[src/rtl/irq_router_pkg.sv]
package irq_router_pkg;
  localparam int MAX_CPUS  = 4;
  localparam int MASK_BASE = 0;
  localparam int PEND_BASE = 4;
  localparam int RAW_INDEX = 8;
  localparam int FULL_SIZE = 8;
  localparam int STRIDE_SH = 6;
endpackage

[src/rtl/irq_req_vec.sv]
module irq_req_vec #(
  parameter int LINES  = 64,
  parameter int LINE_W = $clog2(LINES)
) (
  input  logic              clk,
  input  logic              rst_n,
  input  logic              ev_valid,
  input  logic              ev_assert,
  input  logic [LINE_W-1:0] ev_line,
  output logic [LINES-1:0]  raw_o,
  output logic              spur_o
);
  logic [LINES-1:0] raw_q, raw_d;
  logic             spur_q, spur_d;

  always_comb begin
    raw_d  = raw_q;
    spur_d = 1'b0;
    if (ev_valid) begin
      if (ev_assert) begin
        raw_d[ev_line] = 1'b1;
      end else if (!raw_q[ev_line]) begin
        spur_d = 1'b1;
      end else begin
        raw_d[ev_line] = 1'b0;
      end
    end
  end

  always_ff @(posedge clk or negedge rst_n) begin
    if (!rst_n) begin
      raw_q  <= '0;
      spur_q <= 1'b0;
    end else begin
      if (ev_valid) raw_q <= raw_d;
      spur_q <= spur_d;
    end
  end

  assign raw_o  = raw_q;
  assign spur_o = spur_q;

  // an assert event leaves its line set
  p_assert_sets_r5: assert property (@(posedge clk) disable iff (!rst_n)
    (ev_valid && ev_assert) |=> raw_q[$past(ev_line)]);
  // deasserting a clear line only flags
  p_spurious_r6: assert property (@(posedge clk) disable iff (!rst_n)
    (ev_valid && !ev_assert && !raw_q[ev_line]) |=> (spur_q && $stable(raw_q)));
  // a real deassert clears the line without a flag
  p_deassert_r6: assert property (@(posedge clk) disable iff (!rst_n)
    (ev_valid && !ev_assert && raw_q[ev_line]) |=> (!spur_q && !raw_q[$past(ev_line)]));
endmodule

[src/rtl/irq_cpu_slice.sv]
module irq_cpu_slice #(
  parameter int LINES = 64
) (
  input  logic             clk,
  input  logic             rst_n,
  input  logic             mask_we,
  input  logic [LINES-1:0] wdata,
  input  logic [LINES-1:0] raw_i,
  output logic [LINES-1:0] mask_o,
  output logic [LINES-1:0] pend_o,
  output logic             irq_o
);
  logic [LINES-1:0] mask_q;

  always_ff @(posedge clk or negedge rst_n) begin
    if (!rst_n)       mask_q <= '0;
    else if (mask_we) mask_q <= wdata;
  end

  assign mask_o = mask_q;
  assign pend_o = mask_q & raw_i;
  assign irq_o  = |pend_o;

  // a mask write takes the written value
  p_mask_write_r3: assert property (@(posedge clk) disable iff (!rst_n)
    mask_we |=> (mask_q == $past(wdata)));
  // a mask write enabling an active line raises the interrupt
  p_raise_r4: assert property (@(posedge clk) disable iff (!rst_n)
    (mask_we && |(wdata & raw_i) && $stable(raw_i)) |=> irq_o);
endmodule

[src/rtl/irq_reg_decode.sv]
module irq_reg_decode
  import irq_router_pkg::*;
#(
  parameter int NUM_CPU = 4,
  parameter int LINES   = 64,
  parameter int ADDR_W  = 12,
  localparam int IDX_W  = ADDR_W - STRIDE_SH
) (
  input  logic                          clk,
  input  logic                          rst_n,
  input  logic                          wr_i,
  input  logic                          rd_i,
  input  logic [ADDR_W-1:0]             addr_i,
  input  logic [3:0]                    size_i,
  input  logic [NUM_CPU-1:0][LINES-1:0] mask_i,
  input  logic [NUM_CPU-1:0][LINES-1:0] pend_i,
  input  logic [LINES-1:0]              raw_i,
  output logic [NUM_CPU-1:0]            mask_we_o,
  output logic [LINES-1:0]              rdata_o,
  output logic                          err_o
);
  logic [IDX_W-1:0] idx;
  logic             size_ok, hit;
  logic [LINES-1:0] rdata_d, rdata_q;
  logic             err_d, err_q;

  assign idx     = addr_i[ADDR_W-1:STRIDE_SH];
  assign size_ok = (size_i == 4'(FULL_SIZE));

  always_comb begin
    mask_we_o = '0;
    rdata_d   = '0;
    err_d     = 1'b0;
    hit       = 1'b0;
    if ((wr_i || rd_i) && !size_ok) begin
      err_d = 1'b1;
    end else if (wr_i || rd_i) begin
      for (int c = 0; c < NUM_CPU; c++) begin
        if (idx == IDX_W'(MASK_BASE + c)) begin
          hit          = 1'b1;
          mask_we_o[c] = wr_i;
          if (rd_i) rdata_d = mask_i[c];
        end
        if (idx == IDX_W'(PEND_BASE + c)) begin
          hit = 1'b1;
          if (wr_i) err_d = 1'b1;
          if (rd_i) rdata_d = pend_i[c];
        end
      end
      if (idx == IDX_W'(RAW_INDEX)) begin
        hit = 1'b1;
        if (wr_i) err_d = 1'b1;
        if (rd_i) rdata_d = raw_i;
      end
      if (!hit) err_d = 1'b1;
    end
  end

  always_ff @(posedge clk or negedge rst_n) begin
    if (!rst_n) begin
      rdata_q <= '0;
      err_q   <= 1'b0;
    end else begin
      if (rd_i) rdata_q <= rdata_d;
      err_q <= err_d;
    end
  end

  assign rdata_o = rdata_q;
  assign err_o   = err_q;

  // a write to a read-only index flags an error
  p_ro_write_r8: assert property (@(posedge clk) disable iff (!rst_n)
    (wr_i && size_ok && idx >= IDX_W'(PEND_BASE) && idx <= IDX_W'(RAW_INDEX)) |=> err_o);
  // a wrong-size access flags an error and changes no mask
  p_bad_size_r9: assert property (@(posedge clk) disable iff (!rst_n)
    ((wr_i || rd_i) && !size_ok) |=> (err_o && $stable(mask_i)));
  // read data holds between reads
  p_rdata_hold_r10: assert property (@(posedge clk) disable iff (!rst_n)
    !rd_i |=> $stable(rdata_o));
endmodule

[src/rtl/irq_router.sv]
module irq_router
  import irq_router_pkg::*;
#(
  parameter int NUM_CPU = 4,
  parameter int LINES   = 64,
  parameter int ADDR_W  = 12,
  localparam int LINE_W = $clog2(LINES)
) (
  input  logic               clk,
  input  logic               rst_n,
  input  logic               reg_wr,
  input  logic               reg_rd,
  input  logic [ADDR_W-1:0]  reg_addr,
  input  logic [3:0]         reg_size,
  input  logic [LINES-1:0]   reg_wdata,
  output logic [LINES-1:0]   reg_rdata,
  output logic               reg_err,
  input  logic               dev_valid,
  input  logic               dev_assert,
  input  logic [LINE_W-1:0]  dev_line,
  output logic               dev_spurious,
  output logic [LINES-1:0]   raw_req_o,
  output logic [NUM_CPU-1:0] irq_o
);
  logic [LINES-1:0]              raw;
  logic [NUM_CPU-1:0][LINES-1:0] mask, pend;
  logic [NUM_CPU-1:0]            mask_we;

  irq_req_vec #(.LINES(LINES), .LINE_W(LINE_W)) u_req (
    .clk(clk), .rst_n(rst_n), .ev_valid(dev_valid), .ev_assert(dev_assert),
    .ev_line(dev_line), .raw_o(raw), .spur_o(dev_spurious)
  );

  for (genvar c = 0; c < NUM_CPU; c++) begin : g_cpu
    irq_cpu_slice #(.LINES(LINES)) u_slice (
      .clk(clk), .rst_n(rst_n), .mask_we(mask_we[c]), .wdata(reg_wdata),
      .raw_i(raw), .mask_o(mask[c]), .pend_o(pend[c]), .irq_o(irq_o[c])
    );
  end

  irq_reg_decode #(.NUM_CPU(NUM_CPU), .LINES(LINES), .ADDR_W(ADDR_W)) u_dec (
    .clk(clk), .rst_n(rst_n), .wr_i(reg_wr), .rd_i(reg_rd), .addr_i(reg_addr),
    .size_i(reg_size), .mask_i(mask), .pend_i(pend), .raw_i(raw),
    .mask_we_o(mask_we), .rdata_o(reg_rdata), .err_o(reg_err)
  );

  assign raw_req_o = raw;

  initial begin
    p_cpu_count_r1: assert (NUM_CPU >= 1 && NUM_CPU <= MAX_CPUS);
  end

  // a real deassert withdraws the line from every processor
  p_withdraw_r6: assert property (@(posedge clk) disable iff (!rst_n)
    (dev_valid && !dev_assert && !reg_wr) |=> (raw_req_o[$past(dev_line)] == 1'b0));
  // with no active lines no processor is interrupted
  p_idle_low_r4: assert property (@(posedge clk) disable iff (!rst_n)
    (raw_req_o == '0) |-> (irq_o == '0));
endmodule

[config.mk]
export PLATFORM = sky130hd
export DESIGN_NAME = irq_router
export DESIGN_NICKNAME = d
export VERILOG_FILES = /design/src/rtl/irq_router_pkg.sv /design/src/rtl/irq_req_vec.sv /design/src/rtl/irq_cpu_slice.sv /design/src/rtl/irq_reg_decode.sv /design/src/rtl/irq_router.sv
export SDC_FILE = /design/constraint.sdc
export NUM_CORES = 1
export LEC_CHECK = 0
export ABC_AREA = 1
export CORE_MARGIN = 2
export CORE_UTILIZATION = 45
export CTS_CLUSTER_SIZE = 16
export DETAILED_ROUTE_END_ITERATION = 6
export GPL_TIMING_DRIVEN = 0
export PLACE_DENSITY = 0.69
export SYNTH_ARGS = -nofsm -noshare
export SYNTH_HDL_FRONTEND = slang
export SYNTH_SLANG_ARGS = --single-unit
[constraint.sdc]
create_clock -name clk -period 1.8 [get_ports clk]
set_input_delay 0.18 -clock clk [delete_from_list [all_inputs] [get_ports clk]]
set_output_delay 0.18 -clock clk [all_outputs]
set_load 0.05 [all_outputs]
==> key figures <==
Status
  – Outcome: finished with violations
  – Violations in the final reports: setup timing

Synth
  – Post-synthesis adder-cell area fraction: 0
  – Number of enable flip-flop cells after synthesis: 0
  – Average cell area after synthesis: 7.71 sq um
  – Dominant register cell in the synthesized netlist: sky130_fd_sc_hd__dfrtp_1
  – Area share of the largest cell type after synthesis: 0.475
  – Cell with the most instances after synthesis: sky130_fd_sc_hd__nand2_1
  – Combinational family with the most area after synthesis: simple AND/OR/NAND/NOR gates
  – Synth area leaders: sky130_fd_sc_hd__dfrtp_1 (48%), sky130_fd_sc_hd__nand2_1 (18%), sky130_fd_sc_hd__o21ai_0 (9.5%)
  – Biggest area consumer among synthesized cells: sky130_fd_sc_hd__dfrtp_1
  – Fraction of registers with async set/reset: 1.00
  – Area share of and/or/nand/nor cells after synthesis: 0.296
  – Cell variety after synth: 29
  – Compound-cell area share of the yosys netlist: 0.160
  – Netlist area before placement: ~0.020 sq mm
  – Post-synthesis instance total: about 2,600
  – Synth warn: 0
  – Post-synthesis sequential area ratio: 0.475
  – List of most frequent post-synthesis cells: sky130_fd_sc_hd__nand2_1 (985), sky130_fd_sc_hd__dfrtp_1 (386), sky130_fd_sc_hd__o21ai_0 (384)
  – Fraction of synthesized area in multiplexers: 0
  – Xor/xnor share of the synthesized area: 0
  – Register bit total from synthesis: just under 400
  – Number of nets produced by synthesis: ~2,700

Clocking
  – CTS Root Buffer Type: sky130_fd_sc_hd__clkbuf_16
  – Deepest clock path buffer count: 3
  – Later-pin clock latency in the skew report: just over 0.6 ns
  – Clock tree from TritonCTS: done
  – H-tree level count: 2
  – Register clock-pin slew on the reported worst setup and hold paths: 0.06 ns
  – Inserted Clock Buffers: between 40 and 50
  – Clock sink total: 386

Worst setup path
  – Critical path data arrival time: between 2 and 3 ns
  – Most frequent cell on the critical path: sky130_fd_sc_hd__nand4_1
  – Data required time of the critical path: about 1.6 ns
  – Worst setup EP type: primary output
  – Crit path max-delay cell type: sky130_fd_sc_hd__dfrtp_2
  – Cell chain of the critical path: nand2_1, nand4_1, nor4_4, nand4_1, buf_6
  – CP bufs+invs: 1
  – Slowest stage delay, CP: 0.51 ns
  – Largest fanout of any net on the critical path: 8
  – Category of the most critical setup path: reg -> out
  – Startpoint kind of the worst setup timing path: register
  – FF-to-FF setup slack: -0.28 ns
  – Cell type group with the largest total delay on the critical path: simple AND/OR/NAND/NOR gates

Global route
  – Wire length of the first global-routing pass: around 140 mm
  – Total routing resource utilization after global routing: 0.402
  – M3 GR Usage: 0.121
  – Routing usage on met1: 0.516
  – Via count of the first global-routing pass: 21,200
  – Initial antenna violation count: 2
  – Pin count of the biggest net entering global routing: between 100 and 150
  – Busiest layer in global routing: met2
  – Congestion Overflow GR: 0
  – Global-route track usage on met2: 0.600

Floorplan
  – Placeable Area: approximately 0.044 sq mm
  – IO Pins: 226
  – Full die area: 0.0469 sq mm
  – Num rows: 77
  – Horiz. Die Dim: about 220 um
  – Starting utilization of the core area: 0.458
  – Height of the chip: ~220 um

STA
  – Count of pins over their slew limit: 0
  – Worst hold slack across all endpoints: about 0.057 ns
  – Clock skew after layout: a little over 0.02 ns
  – Minimum clock period after layout: 2.69 ns
  – Max-Slew Margin vs Limit: 0.346
  – Final worst slack: -0.891 ns
  – Slew of the pin with the lowest slew margin: slightly below 1 ns
  – Maximum clock rate: between 300 and 400 MHz
  – Setup violation total in the final timing report: 74
  – Final Cycle Share: 1.49
  – Setup repair after global routing missed its margin: yes
  – Total count of hold-check failures in the final report: 0

Routing
  – Post-route DRC: 0
  – Final wirelength: around 95 mm
  – Vias post-DR: approximately 22,000
  – Number of detailed-routing iterations run before antenna repair: 7
  – Routed via count divided by cell count: approximately 6.2
  – Routed WL per cell: 26.7 um
  – Antenna Violating Nets Remaining: 0
  – DRC marker count from the first detailed-route iteration: 3,411

Placed design
  – Area of placed instances: 0.0235 sq mm
  – Number of I/O port buffers: 214
  – Inst Count DP: 3,445
  – GPL Wtd Cong: 1.03
  – Total half-perimeter wirelength after legalization and detailed placement: 68.6 mm

Layout
  – Number of cells in the finished layout apart from fillers: ~3,600
  – Layout area overhead: 29.4%
  – Final non-filler cell area: around 0.026 sq mm
  – Fill cell total of the finished layout: 4,030
  – Final #Nets: approximately 3,000
  – Layout cell share with drive strength beyond 1: 0.169

Pwr
  – Fraction of power consumed by sequential logic: 0.390
  – Pleak: ~13 nW
  – Proportion of total power due to net switching: 0.301
  – Peak supply drop: approximately 0.86 mV
  – Power density over cell area: a little over 900 mW/mm^2
  – Part of the power in combinational logic: 0.167
  – Relative contribution of the clock network to total power: 0.444
  – Switching Power: 7.37 mW
  – Internal power of the cells: ~17 mW

Min path
  – Path category of the worst min-delay check: in -> reg

Run
  – Max-capacitance violation count: 0
-- layout by cell type, fill, tap and decap left out, types with 6 or more instances in the layout --
master and count:
sky130_fd_sc_hd__o21ai_0 381, sky130_fd_sc_hd__o22ai_1 50, sky130_fd_sc_hd__nor2_1 88, sky130_fd_sc_hd__nand3_2 52
sky130_fd_sc_hd__nand2_2 23, sky130_fd_sc_hd__buf_8 7, sky130_fd_sc_hd__nor3_1 12, sky130_fd_sc_hd__nand4_1 138
sky130_fd_sc_hd__buf_6 8, sky130_fd_sc_hd__clkbuf_16 48, sky130_fd_sc_hd__nand2_4 11, sky130_fd_sc_hd__nor4_4 8
sky130_fd_sc_hd__nor3_4 12, sky130_fd_sc_hd__dlymetal6s2s_1 40, sky130_fd_sc_hd__bufinv_16 13, sky130_fd_sc_hd__o221ai_2 6
sky130_fd_sc_hd__clkbuf_1 54, sky130_fd_sc_hd__dfrtp_1 322, sky130_fd_sc_hd__inv_1 108, sky130_fd_sc_hd__dlygate4sd2_1 63
sky130_fd_sc_hd__o31ai_1 43, sky130_fd_sc_hd__clkdlybuf4s50_1 76, sky130_fd_sc_hd__o221ai_1 39, sky130_fd_sc_hd__buf_2 36
sky130_fd_sc_hd__clkbuf_8 18, sky130_fd_sc_hd__clkinv_2 8, sky130_fd_sc_hd__nor3_2 6, sky130_fd_sc_hd__buf_12 7
sky130_fd_sc_hd__inv_2 6, sky130_fd_sc_hd__a22o_1 10, sky130_fd_sc_hd__clkdlybuf4s15_2 27, sky130_fd_sc_hd__buf_4 35
sky130_fd_sc_hd__dlygate4sd3_1 8, sky130_fd_sc_hd__clkbuf_4 14, sky130_fd_sc_hd__nand3_1 45, sky130_fd_sc_hd__o211ai_1 20
sky130_fd_sc_hd__clkbuf_2 64, sky130_fd_sc_hd__dfrtp_2 64, sky130_fd_sc_hd__nand2_1 951
-- worst register-to-register path: stages, from the launching register on --
cell and delay [ns]:
sky130_fd_sc_hd__dfrtp_2 0.52, sky130_fd_sc_hd__inv_1 0.19, sky130_fd_sc_hd__o21ai_1 0.15, sky130_fd_sc_hd__nand2_1 0.07, sky130_fd_sc_hd__nand2_1 0.08, sky130_fd_sc_hd__nand2_1 0.06, sky130_fd_sc_hd__nand2_1 0.08, sky130_fd_sc_hd__nand2_1 0.05
sky130_fd_sc_hd__nand2_1 0.09, sky130_fd_sc_hd__inv_2 0.04, sky130_fd_sc_hd__nand3_2 0.10, sky130_fd_sc_hd__buf_12 0.17, sky130_fd_sc_hd__buf_12 0.16, sky130_fd_sc_hd__nand3_2 0.06, sky130_fd_sc_hd__nand2_1 0.06, sky130_fd_sc_hd__nand2_1 0.07
-- logic make-up after synthesis --
logic type / after synthesis
buf+inv: 327
simple gates: 1362
flops: 386
compound gates: 561
-- what timing repair did --
action | 4_1_cts | 5_1_grt
hold buffers | 8 | 0
buffers inserted | 21 | 2
pin swaps | 38 | 19
endpoints found under the hold margin | 120 | 0
resized for setup | 361 | 147
endpoints found under the setup margin | 520 | 323
-- area by class of cell --
type	count	area (sq um)	area share
multi-input cells	1923	9750	0.371
repair buffers	248	2560	0.0975
clock buffers	58	1270	0.0482
inverters	117	449	0.0171
clock inverters	26	473	0.0180
well taps	592	741	0.0282
flip-flops and latches	386	9740	0.370
diodes	1	2.50	0.0000951
plain buffers	205	1320	0.0502
-- layer usage --
layer | share of wire | vias up | routed length, um
li1 | - | 9515 | -
met3 | 0.13 | 359 | 11900
met4 | 0.068 | 2 | 6470
met5 | 0.00016 | - | 15
met2 | 0.43 | 1559 | 41000
met1 | 0.37 | 10700 | 35500
-- final timing paths --
kind | start | cells past startpoint | end
worst min register to register | u_dec.rdata_o[4]$_DFFE_PN0P_ | 2 | u_dec.rdata_o[4]$_DFFE_PN0P_
max in group asynchronous | rst_n | 4 | g_cpu[0].u_slice.mask_o[48]$_DFFE_PN0P_
worst max register to register | register | 15 | register
min in group asynchronous | rst_n | 2 | async pin
worst min-delay path | dev_line[5] | 4 | register
worst max-delay path | register | 5 | irq_o[1]
-- power by group through the flow --
stage / registers [mW] / clock network [mW] / logic, mW
floorplan: 10.1 / 0 / 1.49
global placement: 9.63 / 0 / 3.74
detailed placement: 9.61 / 0 / 3.79
CTS: 9.47 / 10.9 / 3.97
global route: 9.54 / 11.2 / 4.26
finish: 9.52 / 10.8 / 4.07
-- stage by stage --
| step | power [mW] | util | TNS, ns | worst slack, ns |
|---|---|---|---|---|
| after floorplan | 11.6 | - | -0.475 | -0.0143 |
| after global placement | 13.4 | 0.528 | -6935.78 | -17.95 |
| after detailed placement | 13.4 | 0.530 | -491.42 | -1.89 |
| after CTS | 24.3 | 0.587 | -20.71 | -0.826 |
| after global routing | 25.0 | 0.592 | -23.57 | -0.895 |
| final | 24.4 | 0.592 | -16.96 | -0.891 |
(Power assumes the default switching activity.)
